[config.mk]
export PLATFORM = sky130hd
export DESIGN_NAME = occ_unit
export DESIGN_NICKNAME = d
export VERILOG_FILES = /design/src/rtl/occ_pkg.sv /design/src/rtl/occ_regs.sv /design/src/rtl/occ_match.sv /design/src/rtl/occ_flag.sv /design/src/rtl/occ_unit.sv
export SDC_FILE = /design/constraint.sdc
export NUM_CORES = 1
export LEC_CHECK = 0
export BUFFER_PORTS_ARGS = -buffer_cell sky130_fd_sc_hd__buf_2
export CAP_MARGIN = 20
export CORE_ASPECT_RATIO = 1.1
export CORE_MARGIN = 3
export CORE_UTILIZATION = 41
export CTS_CLUSTER_DIAMETER = 120
export DETAILED_ROUTE_END_ITERATION = 16
export PLACE_DENSITY_LB_ADDON = 0.15
export SETUP_SLACK_MARGIN = 0.05
export SLEW_MARGIN = 0
export SYNTH_ARGS = -nofsm -noshare
export SYNTH_HDL_FRONTEND = slang
export SYNTH_SLANG_ARGS = --single-unit
[constraint.sdc]
create_clock -name clk_i -period 3.3 [get_ports clk_i]
set_input_delay 0.495 -clock clk_i [delete_from_list [all_inputs] [get_ports clk_i]]
set_output_delay 0.495 -clock clk_i [all_outputs]
set_load 0.005 [all_outputs]
[src/rtl/occ_pkg.sv]
package occ_pkg;
  localparam int ADDR_W = 2;

  typedef enum logic [ADDR_W-1:0] {
    REG_STAT = 2'd0,
    REG_CTRL = 2'd1,
    REG_CMPH = 2'd2,
    REG_CMPL = 2'd3
  } reg_sel_e;

  localparam int STAT_FLAG_BIT  = 7;
  localparam int CTRL_LEVEL_BIT = 0;
  localparam int CTRL_IE_BIT    = 1;
  localparam int NUM_HALVES     = 2;
endpackage

[src/rtl/occ_regs.sv]
module occ_regs
  import occ_pkg::*;
#(
  parameter int BUS_W = 8,
  localparam int CNT_W = NUM_HALVES * BUS_W
) (
  input  logic             clk_i,
  input  logic             rst_ni,
  input  reg_sel_e         sel_i,
  input  logic             we_i,
  input  logic             re_i,
  input  logic [BUS_W-1:0] wdata_i,
  output logic [BUS_W-1:0] ctrl_o,
  output logic [CNT_W-1:0] cmp_o,
  output logic             armed_o,
  output logic             wr_hi_o,
  output logic             lo_acc_o,
  output logic             stat_rd_o
);
  logic [BUS_W-1:0] ctrl_q;
  logic             armed_q;
  logic             wr_lo;

  assign wr_hi_o   = we_i && (sel_i == REG_CMPH);
  assign wr_lo     = we_i && (sel_i == REG_CMPL);
  assign lo_acc_o  = (we_i || re_i) && (sel_i == REG_CMPL);
  assign stat_rd_o = re_i && (sel_i == REG_STAT);

  // half 0 = low byte, half 1 = high byte; no reset on compare storage
  for (genvar h = 0; h < NUM_HALVES; h++) begin : g_half
    logic [BUS_W-1:0] byte_q;
    logic             wr_en;
    assign wr_en = we_i && (sel_i == ((h == 0) ? REG_CMPL : REG_CMPH));
    always_ff @(posedge clk_i) begin
      if (wr_en) byte_q <= wdata_i;
    end
    assign cmp_o[h*BUS_W +: BUS_W] = byte_q;
  end

  always_ff @(posedge clk_i or negedge rst_ni) begin
    if (!rst_ni) begin
      ctrl_q  <= '0;
      armed_q <= 1'b1;
    end else begin
      if (we_i && (sel_i == REG_CTRL)) ctrl_q <= wdata_i;
      if (wr_hi_o)    armed_q <= 1'b0;
      else if (wr_lo) armed_q <= 1'b1;
    end
  end

  assign ctrl_o  = ctrl_q;
  assign armed_o = armed_q;
endmodule

[src/rtl/occ_match.sv]
module occ_match #(
  parameter int CNT_W = 16
) (
  input  logic [CNT_W-1:0] cnt_i,
  input  logic             tick_i,
  input  logic             armed_i,
  input  logic             block_i,
  input  logic [CNT_W-1:0] cmp_i,
  output logic             hit_o
);
  // block_i: high-byte write in this very cycle also suppresses the match
  assign hit_o = tick_i && armed_i && !block_i && (cnt_i == cmp_i);
endmodule

[src/rtl/occ_flag.sv]
module occ_flag (
  input  logic clk_i,
  input  logic rst_ni,
  input  logic hit_i,
  input  logic level_i,
  input  logic stat_rd_i,
  input  logic lo_acc_i,
  output logic flag_o,
  output logic pin_o
);
  logic flag_q, clr_rdy_q, pin_q;

  always_ff @(posedge clk_i or negedge rst_ni) begin
    if (!rst_ni) begin
      flag_q    <= 1'b0;
      clr_rdy_q <= 1'b0;
      pin_q     <= 1'b0;
    end else begin
      if (stat_rd_i)     clr_rdy_q <= flag_q;
      else if (lo_acc_i) clr_rdy_q <= 1'b0;

      // set wins over clear
      if (hit_i)                      flag_q <= 1'b1;
      else if (lo_acc_i && clr_rdy_q) flag_q <= 1'b0;

      if (hit_i) pin_q <= level_i;
    end
  end

  assign flag_o = flag_q;
  assign pin_o  = pin_q;
endmodule

[src/rtl/occ_unit.sv]
module occ_unit
  import occ_pkg::*;
#(
  parameter int BUS_W = 8,
  localparam int CNT_W = NUM_HALVES * BUS_W
) (
  input  logic              clk_i,
  input  logic              rst_ni,
  input  logic [ADDR_W-1:0] bus_addr_i,
  input  logic              bus_we_i,
  input  logic              bus_re_i,
  input  logic [BUS_W-1:0]  bus_wdata_i,
  output logic [BUS_W-1:0]  bus_rdata_o,
  input  logic [CNT_W-1:0]  cnt_i,
  input  logic              cnt_tick_i,
  output logic              cmp_pin_o,
  output logic              irq_o
);
  reg_sel_e         sel;
  logic [BUS_W-1:0] ctrl_w;
  logic [CNT_W-1:0] cmp_w;
  logic             armed_w, wr_hi_w, lo_acc_w, stat_rd_w;
  logic             hit_w, flag_w, pin_w;

  assign sel = reg_sel_e'(bus_addr_i);

  occ_regs #(.BUS_W(BUS_W)) u_regs (
    .clk_i    (clk_i),
    .rst_ni   (rst_ni),
    .sel_i    (sel),
    .we_i     (bus_we_i),
    .re_i     (bus_re_i),
    .wdata_i  (bus_wdata_i),
    .ctrl_o   (ctrl_w),
    .cmp_o    (cmp_w),
    .armed_o  (armed_w),
    .wr_hi_o  (wr_hi_w),
    .lo_acc_o (lo_acc_w),
    .stat_rd_o(stat_rd_w)
  );

  occ_match #(.CNT_W(CNT_W)) u_match (
    .cnt_i  (cnt_i),
    .tick_i (cnt_tick_i),
    .armed_i(armed_w),
    .block_i(wr_hi_w),
    .cmp_i  (cmp_w),
    .hit_o  (hit_w)
  );

  occ_flag u_flag (
    .clk_i    (clk_i),
    .rst_ni   (rst_ni),
    .hit_i    (hit_w),
    .level_i  (ctrl_w[CTRL_LEVEL_BIT]),
    .stat_rd_i(stat_rd_w),
    .lo_acc_i (lo_acc_w),
    .flag_o   (flag_w),
    .pin_o    (pin_w)
  );

  always_comb begin
    bus_rdata_o = '0;
    unique case (sel)
      REG_STAT: bus_rdata_o[STAT_FLAG_BIT] = flag_w;
      REG_CTRL: bus_rdata_o = ctrl_w;
      REG_CMPH: bus_rdata_o = cmp_w[CNT_W-1 -: BUS_W];
      REG_CMPL: bus_rdata_o = cmp_w[BUS_W-1:0];
      default:  bus_rdata_o = '0;
    endcase
  end

  assign cmp_pin_o = pin_w;
  assign irq_o     = flag_w && ctrl_w[CTRL_IE_BIT];
endmodule

==> impl_results.html, run 1 <==
<table>
<tr><th>Metric</th><th>Value</th></tr>
<tr><th colspan="2">Worst setup path</th></tr>
<tr><td>Type of the worst setup path</td><td>in2out</td></tr>
<tr><td>Register-to-register path setup slack</td><td>1.69 ns</td></tr>
<tr><td>Reg2reg path depth</td><td>4</td></tr>
<tr><td>Delay contributed by the slowest stage of the critical path</td><td>0.45 ns</td></tr>
<tr><td>Critical path startpoint category</td><td>input pin</td></tr>
<tr><td>Crit path required time</td><td>~2.8 ns</td></tr>
<tr><td>Critical Path Fanout Max</td><td>13</td></tr>
<tr><td>Cell chain of the critical path</td><td>buf_2 -&gt; inv_1 -&gt; nor2_1 -&gt; a22o_1 -&gt; buf_2</td></tr>
<tr><td>FF-to-FF End</td><td>u_flag.pin_o$_DFFE_PN0P_</td></tr>
<tr><td>Type of destination of the critical path</td><td>output pin</td></tr>
<tr><td>Kind of cell with the highest combined delay on the critical path</td><td>buffers and inverters</td></tr>
<tr><td>Number of buffers and inverters on the critical path</td><td>3</td></tr>
<tr><td>Dominant cell type by count on the critical path</td><td>buf_2</td></tr>
<tr><td>Source of the worst register-to-register timing path</td><td>u_regs.g_half[0].byte_q[6]$_DFFE_PP_</td></tr>
<tr><td>Cell with the largest stage delay on the worst path</td><td>nor2_1</td></tr>
<tr><td>Critical path arrival</td><td>1.66 ns</td></tr>
<tr><th colspan="2">CTS</th></tr>
<tr><td>Number of hold buffers added after CTS</td><td>0</td></tr>
<tr><td>CTS clk-pin slew, worst paths</td><td>around 0.15 ns</td></tr>
<tr><td>Number of buffers added by the clock tree synthesis step</td><td>3</td></tr>
<tr><td>Post CTS Setup Buffer Count</td><td>0</td></tr>
<tr><td>Post_cts resized</td><td>0</td></tr>
<tr><td>Source-to-sink clock delay at the later pin of the worst-skew pair</td><td>between 0.3 and 0.4 ns</td></tr>
<tr><td>CTS Root Cell</td><td>clkbuf_4</td></tr>
<tr><td>Bufs on Longest Clock Path</td><td>2</td></tr>
<tr><td>H-Tree Level Count</td><td>1</td></tr>
<tr><td>Clock tree from TritonCTS</td><td>yes</td></tr>
<tr><td>Total number of clock tree sinks</td><td>28</td></tr>
<tr><th colspan="2">Placement</th></tr>
<tr><td>PortBufs</td><td>40</td></tr>
<tr><td>Setup WS pre-CTS</td><td>a little under 1 ns</td></tr>
<tr><td>Post-detailed-placement cell area</td><td>0.00157 mm2</td></tr>
<tr><td>Placer congestion estimate</td><td>between 0.7 and 0.8</td></tr>
<tr><th colspan="2">Cells and area</th></tr>
<tr><td>Final antenna diode count</td><td>0</td></tr>
<tr><td>Final Util</td><td>52.2%</td></tr>
<tr><td>Area occupied by registers</td><td>782 um2</td></tr>
<tr><td>Layout cells sized above 1</td><td>between 40% and 50%</td></tr>
<tr><td>Post-synthesis to final-layout area growth</td><td>20.4%</td></tr>
<tr><td>Number of nets in the final layout</td><td>approximately 170</td></tr>
<tr><td>Fill cell total of the finished layout</td><td>274</td></tr>
<tr><td>Final std cell area, no fill</td><td>0.00161 mm2</td></tr>
<tr><td>Total area of multi-input combinational cells</td><td>541 um2</td></tr>
<tr><th colspan="2">Synthesis</th></tr>
<tr><td>Count of synthesis-stage warnings from yosys</td><td>0</td></tr>
<tr><td>Synthesis-stage register bit count</td><td>28</td></tr>
<tr><td>Part of the Yosys area used for sequential elements</td><td>about three fifths</td></tr>
<tr><td>Synth Flop Type</td><td>edfxtp_1</td></tr>
<tr><td>Post-synthesis net count</td><td>roughly 130</td></tr>
<tr><td>Average cell area after synthesis</td><td>~14 um2</td></tr>
<tr><td>Number of enable flip-flop cells after synthesis</td><td>16</td></tr>
<tr><td>Post-synth design cell area</td><td>0.00133 mm2</td></tr>
<tr><td>Number of distinct library cell variants in the gate-level netlist after synthesis</td><td>26</td></tr>
<tr><td>Cells after synthesis</td><td>94</td></tr>
<tr><td>Fraction of registers with async set/reset</td><td>a little over two fifths</td></tr>
<tr><th colspan="2">Global route</th></tr>
<tr><td>First-pass GRT wire length</td><td>4450 um</td></tr>
<tr><td>Initial antenna violation count</td><td>0</td></tr>
<tr><td>Number of global-route vias before repair</td><td>953</td></tr>
<tr><td>Remaining global-route overflow</td><td>0</td></tr>
<tr><td>Overall fraction of global-route tracks in use</td><td>around 16%</td></tr>
<tr><td>Maximum number of pins on one net before global-route repair</td><td>16</td></tr>
<tr><th colspan="2">Route</th></tr>
<tr><td>Number of vias per cell</td><td>about 5.3</td></tr>
<tr><td>DRC marker count from the first detailed-route iteration</td><td>39</td></tr>
<tr><td>Wirelength per Cell</td><td>16.7 um</td></tr>
<tr><td>Pre-antenna DRT Iters</td><td>4</td></tr>
<tr><td>Total Routed Length</td><td>2840 um</td></tr>
<tr><td>Overall via count from detail_route</td><td>905</td></tr>
<tr><td>Post-route antenna net violation count</td><td>0</td></tr>
<tr><td>Number of design rule violations left after detail routing</td><td>0</td></tr>
<tr><th colspan="2">Pwr</th></tr>
<tr><td>Maximum resistive drop on vdd</td><td>0.230 mV</td></tr>
<tr><td>Leak Pwr</td><td>0.700 nW</td></tr>
<tr><td>Total power of the final layout</td><td>697 uW</td></tr>
<tr><td>Power density over cell area</td><td>about 430 mW/mm2</td></tr>
<tr><th colspan="2">STA</th></tr>
<tr><td>Worst Slack Setup Final</td><td>1.14 ns</td></tr>
<tr><td>Achievable Freq</td><td>464 MHz</td></tr>
<tr><td>Max Clock Skew</td><td>between 0.006 and 0.007 ns</td></tr>
<tr><td>Unrepaired setup endpoints after global routing</td><td>false</td></tr>
<tr><td>Hold Fails Final Rpt</td><td>0</td></tr>
<tr><td>Count of endpoints failing setup in the final report</td><td>0</td></tr>
<tr><td>Worst-margin pin slew</td><td>0.563 ns</td></tr>
<tr><td>Aggregate negative setup slack</td><td>0 ns</td></tr>
<tr><td>Period utilization</td><td>65.4%</td></tr>
<tr><td>Max-Slew Margin vs Limit</td><td>~62%</td></tr>
<tr><td>Final count of pins violating max slew</td><td>0</td></tr>
<tr><td>Clock period minus worst slack</td><td>between 2 and 2.5 ns</td></tr>
<tr><th colspan="2">Run status</th></tr>
<tr><td>Outcome</td><td>finished, final reports clean</td></tr>
<tr><th colspan="2">Die</th></tr>
<tr><td>Die area</td><td>0.00397 mm2</td></tr>
<tr><td>Vertical die dimension</td><td>~66 um</td></tr>
<tr><td>Number of top-level pins</td><td>between 40 and 50</td></tr>
<tr><td>Floorplan row count</td><td>21</td></tr>
<tr><td>Core footprint</td><td>0.00307 mm2</td></tr>
<tr><td>Die W</td><td>60.4 um</td></tr>
<tr><td>Starting utilization of the core area</td><td>between 40% and 50%</td></tr>
<tr><th colspan="2">Run</th></tr>
<tr><td># Max-Cap Violations</td><td>0</td></tr>
<tr><th colspan="2">Worst hold path</th></tr>
<tr><td>Worst min-delay path class</td><td>in2async</td></tr>
</table>
[cell type report]
cell class                 count  area share [%]
timing repair buffer          40            12.5
inverter                       1           0.234
tap                           34            2.65
sequential                    28            48.7
clock buffer                   4            2.26
multi-input combinational     63            33.7
[metal layers]
layer / vias up / share of wire [%] / global-route usage [%]
met5: - / 0 / 0
met4: 0 / 0.56 / 4.99
met3: 2 / 6.2 / 2.15
met2: 31 / 49 / 25.4
met1: 440 / 44 / 21.1
li1: 432 / - / -
[sequential cells by signal, indices dropped and copies added (netlist names)]
signal,cells
u_flag.clr_rdy_q,1
u_regs.g_half.byte_q,16
u_flag.flag_o,1
u_regs.ctrl_o,8
u_regs.armed_o,1
u_flag.pin_o,1
[synthesized netlist by cell type, types with 2 or more instances]
| library cell | number | area (um2) |
|---|---|---|
| a21oi_1 | 2 | 10.0 |
| a22o_1 | 7 | 61.3 |
| dfrtp_1 | 11 | 275 |
| edfxtp_1 | 16 | 480 |
| mux2_2 | 15 | 169 |
| nand2_1 | 3 | 11.3 |
| nand4_1 | 2 | 12.5 |
| nor2_1 | 3 | 11.3 |
| nor4_1 | 2 | 12.5 |
| o21ai_0 | 3 | 15.0 |
| xnor2_1 | 3 | 26.3 |
| xor2_1 | 13 | 114 |
[report_power, final]
group / internal, mW / total, mW / leakage [nW] / switching, mW
sequential: 0.403 / 0.422 / 0.294 / 0.0185
combinational: 0.0612 / 0.110 / 0.385 / 0.0491
clock: 0.0675 / 0.164 / 0.0210 / 0.0970
total: 0.532 / 0.697 / 0.700 / 0.165
[placed cells by master (no fill, tap or decap), types with 3 or more instances in the layout]
cell type	Yosys	routed
a22o_1	7	7
buf_2	0	40
clkbuf_4	0	3
dfrtp_1	11	11
edfxtp_1	16	16
mux2_2	15	15
nand2_1	3	3
nor2_1	3	3
o21ai_0	3	3
xnor2_1	3	3
xor2_1	13	13
[worst max-delay path by stage]
stage	startpoint	endpoint	depth (start not counted)
after floorplan	bus_addr_i[0]	bus_rdata_o[7]	2
after global placement	bus_addr_i[0]	u_flag.pin_o$_DFFE_PN0P_	6
after detailed placement	bus_addr_i[0]	u_flag.pin_o$_DFFE_PN0P_	6
after CTS	bus_addr_i[0]	bus_rdata_o[0]	5
after global routing	bus_addr_i[0]	bus_rdata_o[6]	5
final	bus_addr_i[0]	bus_rdata_o[0]	5
[kinds of logic (layout without fill, tap and decap cells)]
kind of cell | Yosys count | count (layout) | synth area share, %
DFF | 28 | 28 | 58.6
and+or+nand+nor | 18 | 18 | 8.35
muxes | 17 | 17 | 15.2
xor gates and xnor gates | 16 | 16 | 10.5
AOI/OAI and AO/OA | 12 | 12 | 6.47
buffers and inverters | 3 | 45 | 0.843
[stage by stage]
stage,instances,hold WS (ns)
after floorplan,94,0.199
after global placement,166,0.394
after detailed placement,166,0.399
final,170,0.0257
after CTS,170,0.0312
after global routing,170,0.0167
Note: power is estimated with default switching activity, not from simulation.
==> run 2, diff against run 1 <==
==> constraint.sdc (replaced) <==
create_clock -name clk_i -period 2.2 [get_ports clk_i]
set_input_delay 0.33 -clock clk_i [delete_from_list [all_inputs] [get_ports clk_i]]
set_output_delay 0.33 -clock clk_i [all_outputs]
set_load 0.005 [all_outputs]
==> impl_results.html, run 2 (synthesis gave the netlist of run 1 again) <==
<table>
<tr><th>Metric</th><th>Value</th></tr>
<tr><th colspan="2">Run status</th></tr>
<tr><td>Outcome</td><td>finished, final reports clean</td></tr>
<tr><th colspan="2">STA</th></tr>
<tr><td>Period utilization</td><td>77.3%</td></tr>
<tr><td>Count of endpoints failing setup in the final report</td><td>0 (unchanged)</td></tr>
<tr><td>Achievable Freq</td><td>588 MHz</td></tr>
<tr><td>Hold Fails Final Rpt</td><td>0 (unchanged)</td></tr>
<tr><td>Unrepaired setup endpoints after global routing</td><td>false</td></tr>
<tr><td>Max Clock Skew</td><td>0.0145 ns (+0.00804 ns)</td></tr>
<tr><td>Aggregate negative setup slack</td><td>0 ns (unchanged)</td></tr>
<tr><td>Clock period minus worst slack</td><td>1.70 ns</td></tr>
<tr><td>Max-Slew Margin vs Limit</td><td>69.6% (+7.3 points)</td></tr>
<tr><td>Worst-margin pin slew</td><td>0.456 ns (-0.108 ns)</td></tr>
<tr><td>Final count of pins violating max slew</td><td>0 (unchanged)</td></tr>
<tr><th colspan="2">CTS</th></tr>
<tr><td>H-Tree Level Count</td><td>1 (unchanged)</td></tr>
<tr><td>Source-to-sink clock delay at the later pin of the worst-skew pair</td><td>0.32 ns (about the same)</td></tr>
<tr><td>Number of buffers added by the clock tree synthesis step</td><td>3 (unchanged)</td></tr>
<tr><td>CTS clk-pin slew, worst paths</td><td>0.15 ns (about the same)</td></tr>
<tr><td>Number of hold buffers added after CTS</td><td>1 (+1)</td></tr>
<tr><td>Post CTS Setup Buffer Count</td><td>0 (unchanged)</td></tr>
<tr><td>Bufs on Longest Clock Path</td><td>2 (unchanged)</td></tr>
<tr><td>Post_cts resized</td><td>0 (unchanged)</td></tr>
<tr><td>Clock tree from TritonCTS</td><td>yes</td></tr>
<tr><td>CTS Root Cell</td><td>clkbuf_4</td></tr>
<tr><td>Total number of clock tree sinks</td><td>28 (unchanged)</td></tr>
<tr><th colspan="2">Pwr</th></tr>
<tr><td>Leak Pwr</td><td>0.720 nW (+2.8%)</td></tr>
<tr><td>Total power of the final layout</td><td>1.05 mW (+51%)</td></tr>
<tr><td>Power density over cell area</td><td>641 mW/mm2 (+48%)</td></tr>
<tr><td>Maximum resistive drop on vdd</td><td>0.357 mV (+55%)</td></tr>
<tr><th colspan="2">Placement</th></tr>
<tr><td>Sum of net half-perimeters after detailed placement</td><td>2340 um</td></tr>
<tr><td>Post-placement cell count</td><td>169 (+1.8%)</td></tr>
<tr><td>Placer congestion estimate</td><td>0.706 (-2.1%)</td></tr>
<tr><td>PortBufs</td><td>40 (unchanged)</td></tr>
<tr><td>Post-detailed-placement cell area</td><td>0.00159 mm2 (+1.4%)</td></tr>
<tr><th colspan="2">Cells and area</th></tr>
<tr><td>Number of cells in the finished layout apart from fillers</td><td>174 (+2.4%)</td></tr>
<tr><td>Register bank with the most flops</td><td>u_regs.g_half.byte_q</td></tr>
<tr><td>Area occupied by registers</td><td>782 um2 (unchanged)</td></tr>
<tr><td>Final std cell area, no fill</td><td>0.00164 mm2 (+2.0%)</td></tr>
<tr><td>Leading cell type in the layout, fill and taps excluded</td><td>buf_2</td></tr>
<tr><td>Total area of multi-input combinational cells</td><td>541 um2 (unchanged)</td></tr>
<tr><td>Number of flip-flops under the largest register name</td><td>16 (unchanged)</td></tr>
<tr><td>Fill cell total of the finished layout</td><td>276 (+0.73%)</td></tr>
<tr><td>Post-synthesis to final-layout area growth</td><td>22.8%</td></tr>
<tr><td>Final antenna diode count</td><td>0 (unchanged)</td></tr>
<tr><td>Number of nets in the final layout</td><td>172 (+2.4%)</td></tr>
<tr><td>Top library cells by usage in the layout, fill and taps aside</td><td>buf_2 (40), edfxtp_1 (16), mux2_2 (15)</td></tr>
<tr><td>Layout cells sized above 1</td><td>47.1% (+0.82 points)</td></tr>
<tr><th colspan="2">Worst hold path</th></tr>
<tr><td>Worst min-delay path class</td><td>in2reg</td></tr>
<tr><td>HP Start</td><td>bus_wdata_i[0]</td></tr>
<tr><td>Cell depth of the worst hold path</td><td>1</td></tr>
<tr><th colspan="2">Route</th></tr>
<tr><td>Pre-antenna DRT Iters</td><td>3 (-1)</td></tr>
<tr><td>Overall via count from detail_route</td><td>911 (+0.66%)</td></tr>
<tr><td>Post-route antenna net violation count</td><td>0 (unchanged)</td></tr>
<tr><td>Wirelength per Cell</td><td>17.2 um (+3.0%)</td></tr>
<tr><td>Number of design rule violations left after detail routing</td><td>0 (unchanged)</td></tr>
<tr><td>DRC marker count from the first detailed-route iteration</td><td>27 (-31%)</td></tr>
<tr><td>Total Routed Length</td><td>3000 um (+5.5%)</td></tr>
<tr><td>Number of vias per cell</td><td>5.24 (-1.7%)</td></tr>
<tr><th colspan="2">Worst setup path</th></tr>
<tr><td>Cell with the largest stage delay on the worst path</td><td>edfxtp_1</td></tr>
<tr><td>Delay contributed by the slowest stage of the critical path</td><td>0.45 ns (about the same)</td></tr>
<tr><td>Source of the worst register-to-register timing path</td><td>u_regs.g_half[0].byte_q[7]$_DFFE_PP_</td></tr>
<tr><td>Register-to-register path setup slack</td><td>0.60 ns (-1.09 ns)</td></tr>
<tr><td>Type of destination of the critical path</td><td>output pin</td></tr>
<tr><td>Critical path arrival</td><td>1.37 ns (-0.29 ns)</td></tr>
<tr><td>Critical Path Fanout Max</td><td>2 (-11)</td></tr>
<tr><td>Crit path required time</td><td>1.87 ns (-0.93 ns)</td></tr>
<tr><td>CP startpoint</td><td>u_regs.g_half[0].byte_q[0]$_DFFE_PP_</td></tr>
<tr><td>Type of the worst setup path</td><td>reg2out</td></tr>
<tr><td>Critical path startpoint category</td><td>flop</td></tr>
<tr><td>Cell chain of the critical path</td><td>mux2_2 -&gt; a22o_1 -&gt; buf_2</td></tr>
<tr><td>Reg2reg path depth</td><td>4 (unchanged)</td></tr>
<tr><th colspan="2">Die</th></tr>
<tr><td>Vertical die dimension</td><td>65.8 um (unchanged)</td></tr>
<tr><td>Number of top-level pins</td><td>41 (unchanged)</td></tr>
<tr><td>Core footprint</td><td>0.00307 mm2 (unchanged)</td></tr>
<tr><td>Die area</td><td>0.00397 mm2 (unchanged)</td></tr>
<tr><td>Floorplan row count</td><td>21 (unchanged)</td></tr>
<tr><td>Starting utilization of the core area</td><td>43.4% (unchanged)</td></tr>
<tr><td>Die W</td><td>60.4 um (unchanged)</td></tr>
<tr><th colspan="2">Global route</th></tr>
<tr><td>Remaining global-route overflow</td><td>0 (unchanged)</td></tr>
<tr><td>Initial antenna violation count</td><td>0 (unchanged)</td></tr>
<tr><td>Overall fraction of global-route tracks in use</td><td>16.6% (+1.1 points)</td></tr>
<tr><td>First-pass GRT wire length</td><td>4840 um (+8.8%)</td></tr>
<tr><td>Number of global-route vias before repair</td><td>970 (+1.8%)</td></tr>
<tr><td>Maximum number of pins on one net before global-route repair</td><td>16 (unchanged)</td></tr>
<tr><th colspan="2">Run</th></tr>
<tr><td># Max-Cap Violations</td><td>0 (unchanged)</td></tr>
</table>
==> run 2: cell types whose count changed in the layout (fill, tap and decap cells not counted) <==
cell	delta
buf_4	+3
dlygate4sd3_1	+1
==> run 2: metrics by stage <==
stage / setup WS [ns] / util (%) / hold WS (ns)
floorplan: 0.609 / - / 0.0344
global placement: 0.474 / 51.8 / 0.236
detailed placement: 0.364 / 51.8 / 0.246
CTS: 0.485 / 53.3 / 0.191
global route: 0.433 / 53.3 / 0.174
finish: 0.500 / 53.3 / 0.192
==> run 2: critical path, delay by kind of cell, from the launching register on <==
kind | cells | cell delay (ns)
flip-flops | 1 | 0.45
multiplexers | 1 | 0.28
AO/OA/AOI/OAI | 1 | 0.19
buffers and inverters | 1 | 0.13
==> run 2: area by class of cell <==
cell class                      instances  area share (%)
Sequential cell                        28            47.7
Timing Repair Buffer                   44            14.2
Multi-Input combinational cell         63            33.0
Tap cell                               34            2.60
Inverter                                1           0.229
Clock buffer                            4            2.22
==> run 2: metal layers <==
layer / wire length (um) / share of wire, % / GRT usage, %
met1: 1290 / 43 / 22.3
met2: 1550 / 52 / 27.8
met3: 131 / 4.4 / 1.95
met4: 25 / 0.83 / 4.99
met5: 0 / 0 / 0
==> run 2: path summary, 6_finish.rpt <==
| kind | end |
|---|---|
| max | bus_rdata_o[0] |
| min | u_regs.g_half[1].byte_q[0]$_DFFE_PP_ |
| max reg2reg | u_flag.pin_o$_DFFE_PN0P_ |
| min reg2reg | u_regs.armed_o$_DFFE_PN1P_ |
| max in group asynchronous | u_regs.armed_o$_DFFE_PN1P_ |
| min in group asynchronous | u_flag.pin_o$_DFFE_PN0P_ |
==> run 2: report_power, final <==
part           total, mW  switching (mW)  internal [mW]
Clock              0.245           0.144          0.101
Sequential         0.634          0.0284          0.605
Combinational      0.171          0.0749         0.0961
Total               1.05           0.247          0.802
==> run 3, diff against run 2 <==
--- a/config.mk
+++ b/config.mk
@@ -5,6 +5,7 @@
 export SDC_FILE = /design/constraint.sdc
 export NUM_CORES = 1
 export LEC_CHECK = 0
+export ABC_AREA = 1
 export BUFFER_PORTS_ARGS = -buffer_cell sky130_fd_sc_hd__buf_2
 export CAP_MARGIN = 20
 export CORE_ASPECT_RATIO = 1.1
==> constraint.sdc (replaced) <==
create_clock -name clk_i -period 1.51 [get_ports clk_i]
set_input_delay 0.2265 -clock clk_i [delete_from_list [all_inputs] [get_ports clk_i]]
set_output_delay 0.2265 -clock clk_i [all_outputs]
set_load 0.005 [all_outputs]
==> impl_results.html, run 3 <==
<table>
<tr><th>Metric</th><th>Value</th></tr>
<tr><th colspan="2">Synthesis</th></tr>
<tr><td>Count of synthesis-stage warnings from yosys</td><td>0 (unchanged)</td></tr>
<tr><td>Most frequent cell after synthesis</td><td>nand2_1</td></tr>
<tr><td>Number of distinct library cell variants in the gate-level netlist after synthesis</td><td>22 (-15%)</td></tr>
<tr><td>Synthesis-stage register bit count</td><td>28 (unchanged)</td></tr>
<tr><td>Largest area contributor in the synthesized netlist</td><td>edfxtp_1</td></tr>
<tr><td>Synth top cells by count</td><td>nand2_1 (59), inv_1 (28), edfxtp_1 (16), nor2_1 (12), dfrtp_1 (11)</td></tr>
<tr><td>Fraction of registers with async set/reset</td><td>42.9% (unchanged)</td></tr>
<tr><td>Average cell area after synthesis</td><td>9.21 um2 (-35%)</td></tr>
<tr><td>Cells after synthesis</td><td>162 (+72%)</td></tr>
<tr><td>Post-synthesis net count</td><td>193 (+54%)</td></tr>
<tr><td>Number of enable flip-flop cells after synthesis</td><td>16 (unchanged)</td></tr>
<tr><td>Post-synth design cell area</td><td>0.00149 mm2 (+12%)</td></tr>
<tr><td>Part of the Yosys area used for sequential elements</td><td>52.4% (-6.2 points)</td></tr>
<tr><td>Synth Flop Type</td><td>edfxtp_1</td></tr>
<tr><td>Fraction of synthesized cell area taken by the top area cell type</td><td>32.2% (-3.8 points)</td></tr>
<tr><td>Cell types occupying the most area after synthesis</td><td>edfxtp_1 (32%), dfrtp_1 (18%), nand2_1 (15%), mux2_4 (8.1%), inv_1 (7.0%)</td></tr>
<tr><th colspan="2">Placement</th></tr>
<tr><td>PortBufs</td><td>40 (unchanged)</td></tr>
<tr><td>Post-detailed-placement cell area</td><td>0.00175 mm2 (+9.8%)</td></tr>
<tr><td>Post-placement cell count</td><td>250 (+48%)</td></tr>
<tr><td>Sum of net half-perimeters after detailed placement</td><td>2670 um (+14%)</td></tr>
<tr><td>Placer congestion estimate</td><td>0.796 (+13%)</td></tr>
<tr><th colspan="2">CTS</th></tr>
<tr><td>Post CTS Setup Buffer Count</td><td>0 (unchanged)</td></tr>
<tr><td>H-Tree Level Count</td><td>1 (unchanged)</td></tr>
<tr><td>Total number of clock tree sinks</td><td>28 (unchanged)</td></tr>
<tr><td>CTS clk-pin slew, worst paths</td><td>0.14 ns (about the same)</td></tr>
<tr><td>Clock tree from TritonCTS</td><td>yes</td></tr>
<tr><td>Bufs on Longest Clock Path</td><td>2 (unchanged)</td></tr>
<tr><td>CTS Root Cell</td><td>clkbuf_4</td></tr>
<tr><td>Source-to-sink clock delay at the later pin of the worst-skew pair</td><td>0.32 ns (about the same)</td></tr>
<tr><td>Number of buffers added by the clock tree synthesis step</td><td>3 (unchanged)</td></tr>
<tr><th colspan="2">Route</th></tr>
<tr><td>Number of design rule violations left after detail routing</td><td>0 (unchanged)</td></tr>
<tr><td>Number of vias per cell</td><td>4.66 (-11%)</td></tr>
<tr><td>DRC marker count from the first detailed-route iteration</td><td>54 (+100%)</td></tr>
<tr><td>Post-route antenna net violation count</td><td>0 (unchanged)</td></tr>
<tr><td>Pre-antenna DRT Iters</td><td>4 (+1)</td></tr>
<tr><td>Wirelength per Cell</td><td>13.4 um (-22%)</td></tr>
<tr><td>Overall via count from detail_route</td><td>1188 (+30%)</td></tr>
<tr><td>Total Routed Length</td><td>3410 um (+14%)</td></tr>
<tr><th colspan="2">Worst setup path</th></tr>
<tr><td>Critical path startpoint category</td><td>flop</td></tr>
<tr><td>Delay contributed by the slowest stage of the critical path</td><td>0.41 ns (-0.04 ns)</td></tr>
<tr><td>Critical Path Fanout Max</td><td>2 (unchanged)</td></tr>
<tr><td>Type of destination of the critical path</td><td>output pin</td></tr>
<tr><td>Critical path arrival</td><td>1.17 ns (-0.20 ns)</td></tr>
<tr><td>Cell chain of the critical path</td><td>inv_1 -&gt; o211ai_1 -&gt; buf_2</td></tr>
<tr><td>Type of the worst setup path</td><td>reg2out</td></tr>
<tr><td>Cell with the largest stage delay on the worst path</td><td>edfxtp_1</td></tr>
<tr><td>Crit path required time</td><td>1.28 ns (-0.59 ns)</td></tr>
<tr><th colspan="2">Global route</th></tr>
<tr><td>Number of global-route vias before repair</td><td>1289 (+33%)</td></tr>
<tr><td>Maximum number of pins on one net before global-route repair</td><td>16 (unchanged)</td></tr>
<tr><td>Initial antenna violation count</td><td>0 (unchanged)</td></tr>
<tr><td>Remaining global-route overflow</td><td>0 (unchanged)</td></tr>
<tr><td>First-pass GRT wire length</td><td>5980 um (+24%)</td></tr>
<tr><td>Overall fraction of global-route tracks in use</td><td>17.3% (+0.70 points)</td></tr>
<tr><th colspan="2">Cells and area</th></tr>
<tr><td>Final std cell area, no fill</td><td>0.00179 mm2 (+9.1%)</td></tr>
<tr><td>Layout cells sized above 1</td><td>28.5% (-19 points)</td></tr>
<tr><td>Final antenna diode count</td><td>0 (unchanged)</td></tr>
<tr><td>Leading cell type in the layout, fill and taps excluded</td><td>nand2_1</td></tr>
<tr><td>Number of flip-flops under the largest register name</td><td>16 (unchanged)</td></tr>
<tr><td>Fill cell total of the finished layout</td><td>338 (+22%)</td></tr>
<tr><td>Area occupied by registers</td><td>782 um2 (unchanged)</td></tr>
<tr><td>Total area of multi-input combinational cells</td><td>588 um2 (+8.8%)</td></tr>
<tr><td>Register bank with the most flops</td><td>u_regs.g_half.byte_q</td></tr>
<tr><td>Number of nets in the final layout</td><td>239 (+39%)</td></tr>
<tr><td>Top library cells by usage in the layout, fill and taps aside</td><td>nand2_1 (59), buf_2 (40), inv_1 (28)</td></tr>
<tr><td>Number of cells in the finished layout apart from fillers</td><td>255 (+47%)</td></tr>
<tr><td>Post-synthesis to final-layout area growth</td><td>19.8%</td></tr>
<tr><th colspan="2">STA</th></tr>
<tr><td>Max Clock Skew</td><td>0.00166 ns (-0.0129 ns)</td></tr>
<tr><td>Worst-margin pin slew</td><td>0.394 ns (-0.0613 ns)</td></tr>
<tr><td>Unrepaired setup endpoints after global routing</td><td>false</td></tr>
<tr><td>Max-Slew Margin vs Limit</td><td>73.7% (+4.1 points)</td></tr>
<tr><td>Hold Fails Final Rpt</td><td>0 (unchanged)</td></tr>
<tr><td>Aggregate negative setup slack</td><td>0 ns (unchanged)</td></tr>
<tr><td>Period utilization</td><td>92.8%</td></tr>
<tr><td>Count of endpoints failing setup in the final report</td><td>0 (unchanged)</td></tr>
<tr><td>Achievable Freq</td><td>714 MHz</td></tr>
<tr><td>Final count of pins violating max slew</td><td>0 (unchanged)</td></tr>
<tr><td>Clock period minus worst slack</td><td>1.40 ns</td></tr>
<tr><th colspan="2">Die</th></tr>
<tr><td>Core footprint</td><td>0.00341 mm2 (+11%)</td></tr>
<tr><td>Number of top-level pins</td><td>41 (unchanged)</td></tr>
<tr><td>Floorplan row count</td><td>22 (+4.8%)</td></tr>
<tr><td>Starting utilization of the core area</td><td>43.7% (+0.31 points)</td></tr>
<tr><td>Die W</td><td>63.5 um (+5.2%)</td></tr>
<tr><td>Die area</td><td>0.00440 mm2 (+11%)</td></tr>
<tr><td>Vertical die dimension</td><td>69.3 um (+5.2%)</td></tr>
<tr><th colspan="2">Pwr</th></tr>
<tr><td>Leak Pwr</td><td>0.945 nW (+31%)</td></tr>
<tr><td>Power density over cell area</td><td>856 mW/mm2 (+34%)</td></tr>
<tr><td>Maximum resistive drop on vdd</td><td>0.474 mV (+33%)</td></tr>
<tr><td>Total power of the final layout</td><td>1.53 mW (+46%)</td></tr>
<tr><th colspan="2">Run status</th></tr>
<tr><td>Outcome</td><td>finished, final reports clean</td></tr>
<tr><th colspan="2">Run</th></tr>
<tr><td># Max-Cap Violations</td><td>0 (unchanged)</td></tr>
<tr><th colspan="2">Worst hold path</th></tr>
<tr><td>Worst min-delay path class</td><td>in2reg</td></tr>
</table>
==> run 3: cell count changes after synthesis, moves of 7 or more <==
cell	delta
nand2_1	+56
mux2_2	-15
nor2_1	+9
inv_1	+27
xor2_1	-12
a22o_1	-7
mux2_4	+8
==> run 3: path summary, 6_finish.rpt <==
path | from | endpoint | slack, ns | cells after the start
setup / recovery | u_regs.g_half[0].byte_q[4]$_DFFE_PP_ | bus_rdata_o[4] | 0.11 | 3
hold reg to reg | u_flag.pin_o$_DFFE_PN0P_ | u_flag.pin_o$_DFFE_PN0P_ | 0.49 | 2
setup reg to reg | u_regs.g_half[1].byte_q[0]$_DFFE_PP_ | u_flag.pin_o$_DFFE_PN0P_ | 0.21 | 8
min in group asynchronous | rst_ni | u_regs.ctrl_o[7]$_DFFE_PN0P_ | 0.30 | 2
hold / removal | bus_wdata_i[2] | u_regs.g_half[0].byte_q[2]$_DFFE_PP_ | 0.1 | 1
max in group asynchronous | rst_ni | u_regs.armed_o$_DFFE_PN1P_ | 0.93 | 2
==> run 3: per-stage QoR <==
stage | util (%) | hold WS (ns) | worst slack [ns]
2_1_floorplan | - | -0.0691 | 0.380
5_1_grt | 52.3 | 0.0867 | 0.0584
3_5_place_dp | 51.2 | 0.132 | 0.131
6_report | 52.3 | 0.0961 | 0.109
4_1_cts | 52.3 | 0.0892 | 0.103
3_3_place_gp | 51.2 | 0.133 | 0.158
==> run 3: repair_timing <==
item                                    in CTS  in global routing
hold buffers                                 1                  0
gates resized for setup                      0                  1
endpoints found under the setup margin       0                  2
endpoints found under the hold margin       11                  0
==> run 3: kinds of logic (layout without fill, tap and decap cells) <==
family,Yosys count,count (layout),synth area share [%]
DFF,28,28,52.4
buffers and inverters,31,76,8.31
xor gates and xnor gates,3,3,1.76
AOI/OAI and AO/OA,14,14,6.79
muxes,8,8,8.05
and+or+nand+nor,78,78,22.7
==> run 3: metal layers <==
| layer | track usage (%) | share of wire, % | wire, um | vias up |
|---|---|---|---|---|
| met3 | 1.94 | 4.9 | 168 | 8 |
| met1 | 23.0 | 45 | 1550 | 534 |
| met4 | 6.71 | 2.3 | 80 | 0 |
| met2 | 28.8 | 47 | 1610 | 36 |
| met5 | 0 | 0 | 0 | - |
| li1 | - | - | - | 610 |
==> run 3: power breakdown <==
group	leakage, nW	switching, mW	internal [mW]	total, mW
clock network	0.0150	0.212	0.103	0.315
logic	0.636	0.146	0.149	0.294
registers	0.294	0.0380	0.881	0.919
==> run 3: worst max-delay path, delay by kind of cell, from the launching register on <==
family                 cells  cell delay (ns)
AO/OA/AOI/OAI              1             0.20
buffers and inverters      2             0.24
flip-flops                 1             0.41
==> run 3: layout make-up <==
type	count	share of cell area, %
Sequential cell	28	43.8
Multi-Input combinational cell	103	32.9
Tap cell	48	3.36
Clock buffer	4	1.47
Inverter	30	6.30
Timing Repair Buffer	42	12.2
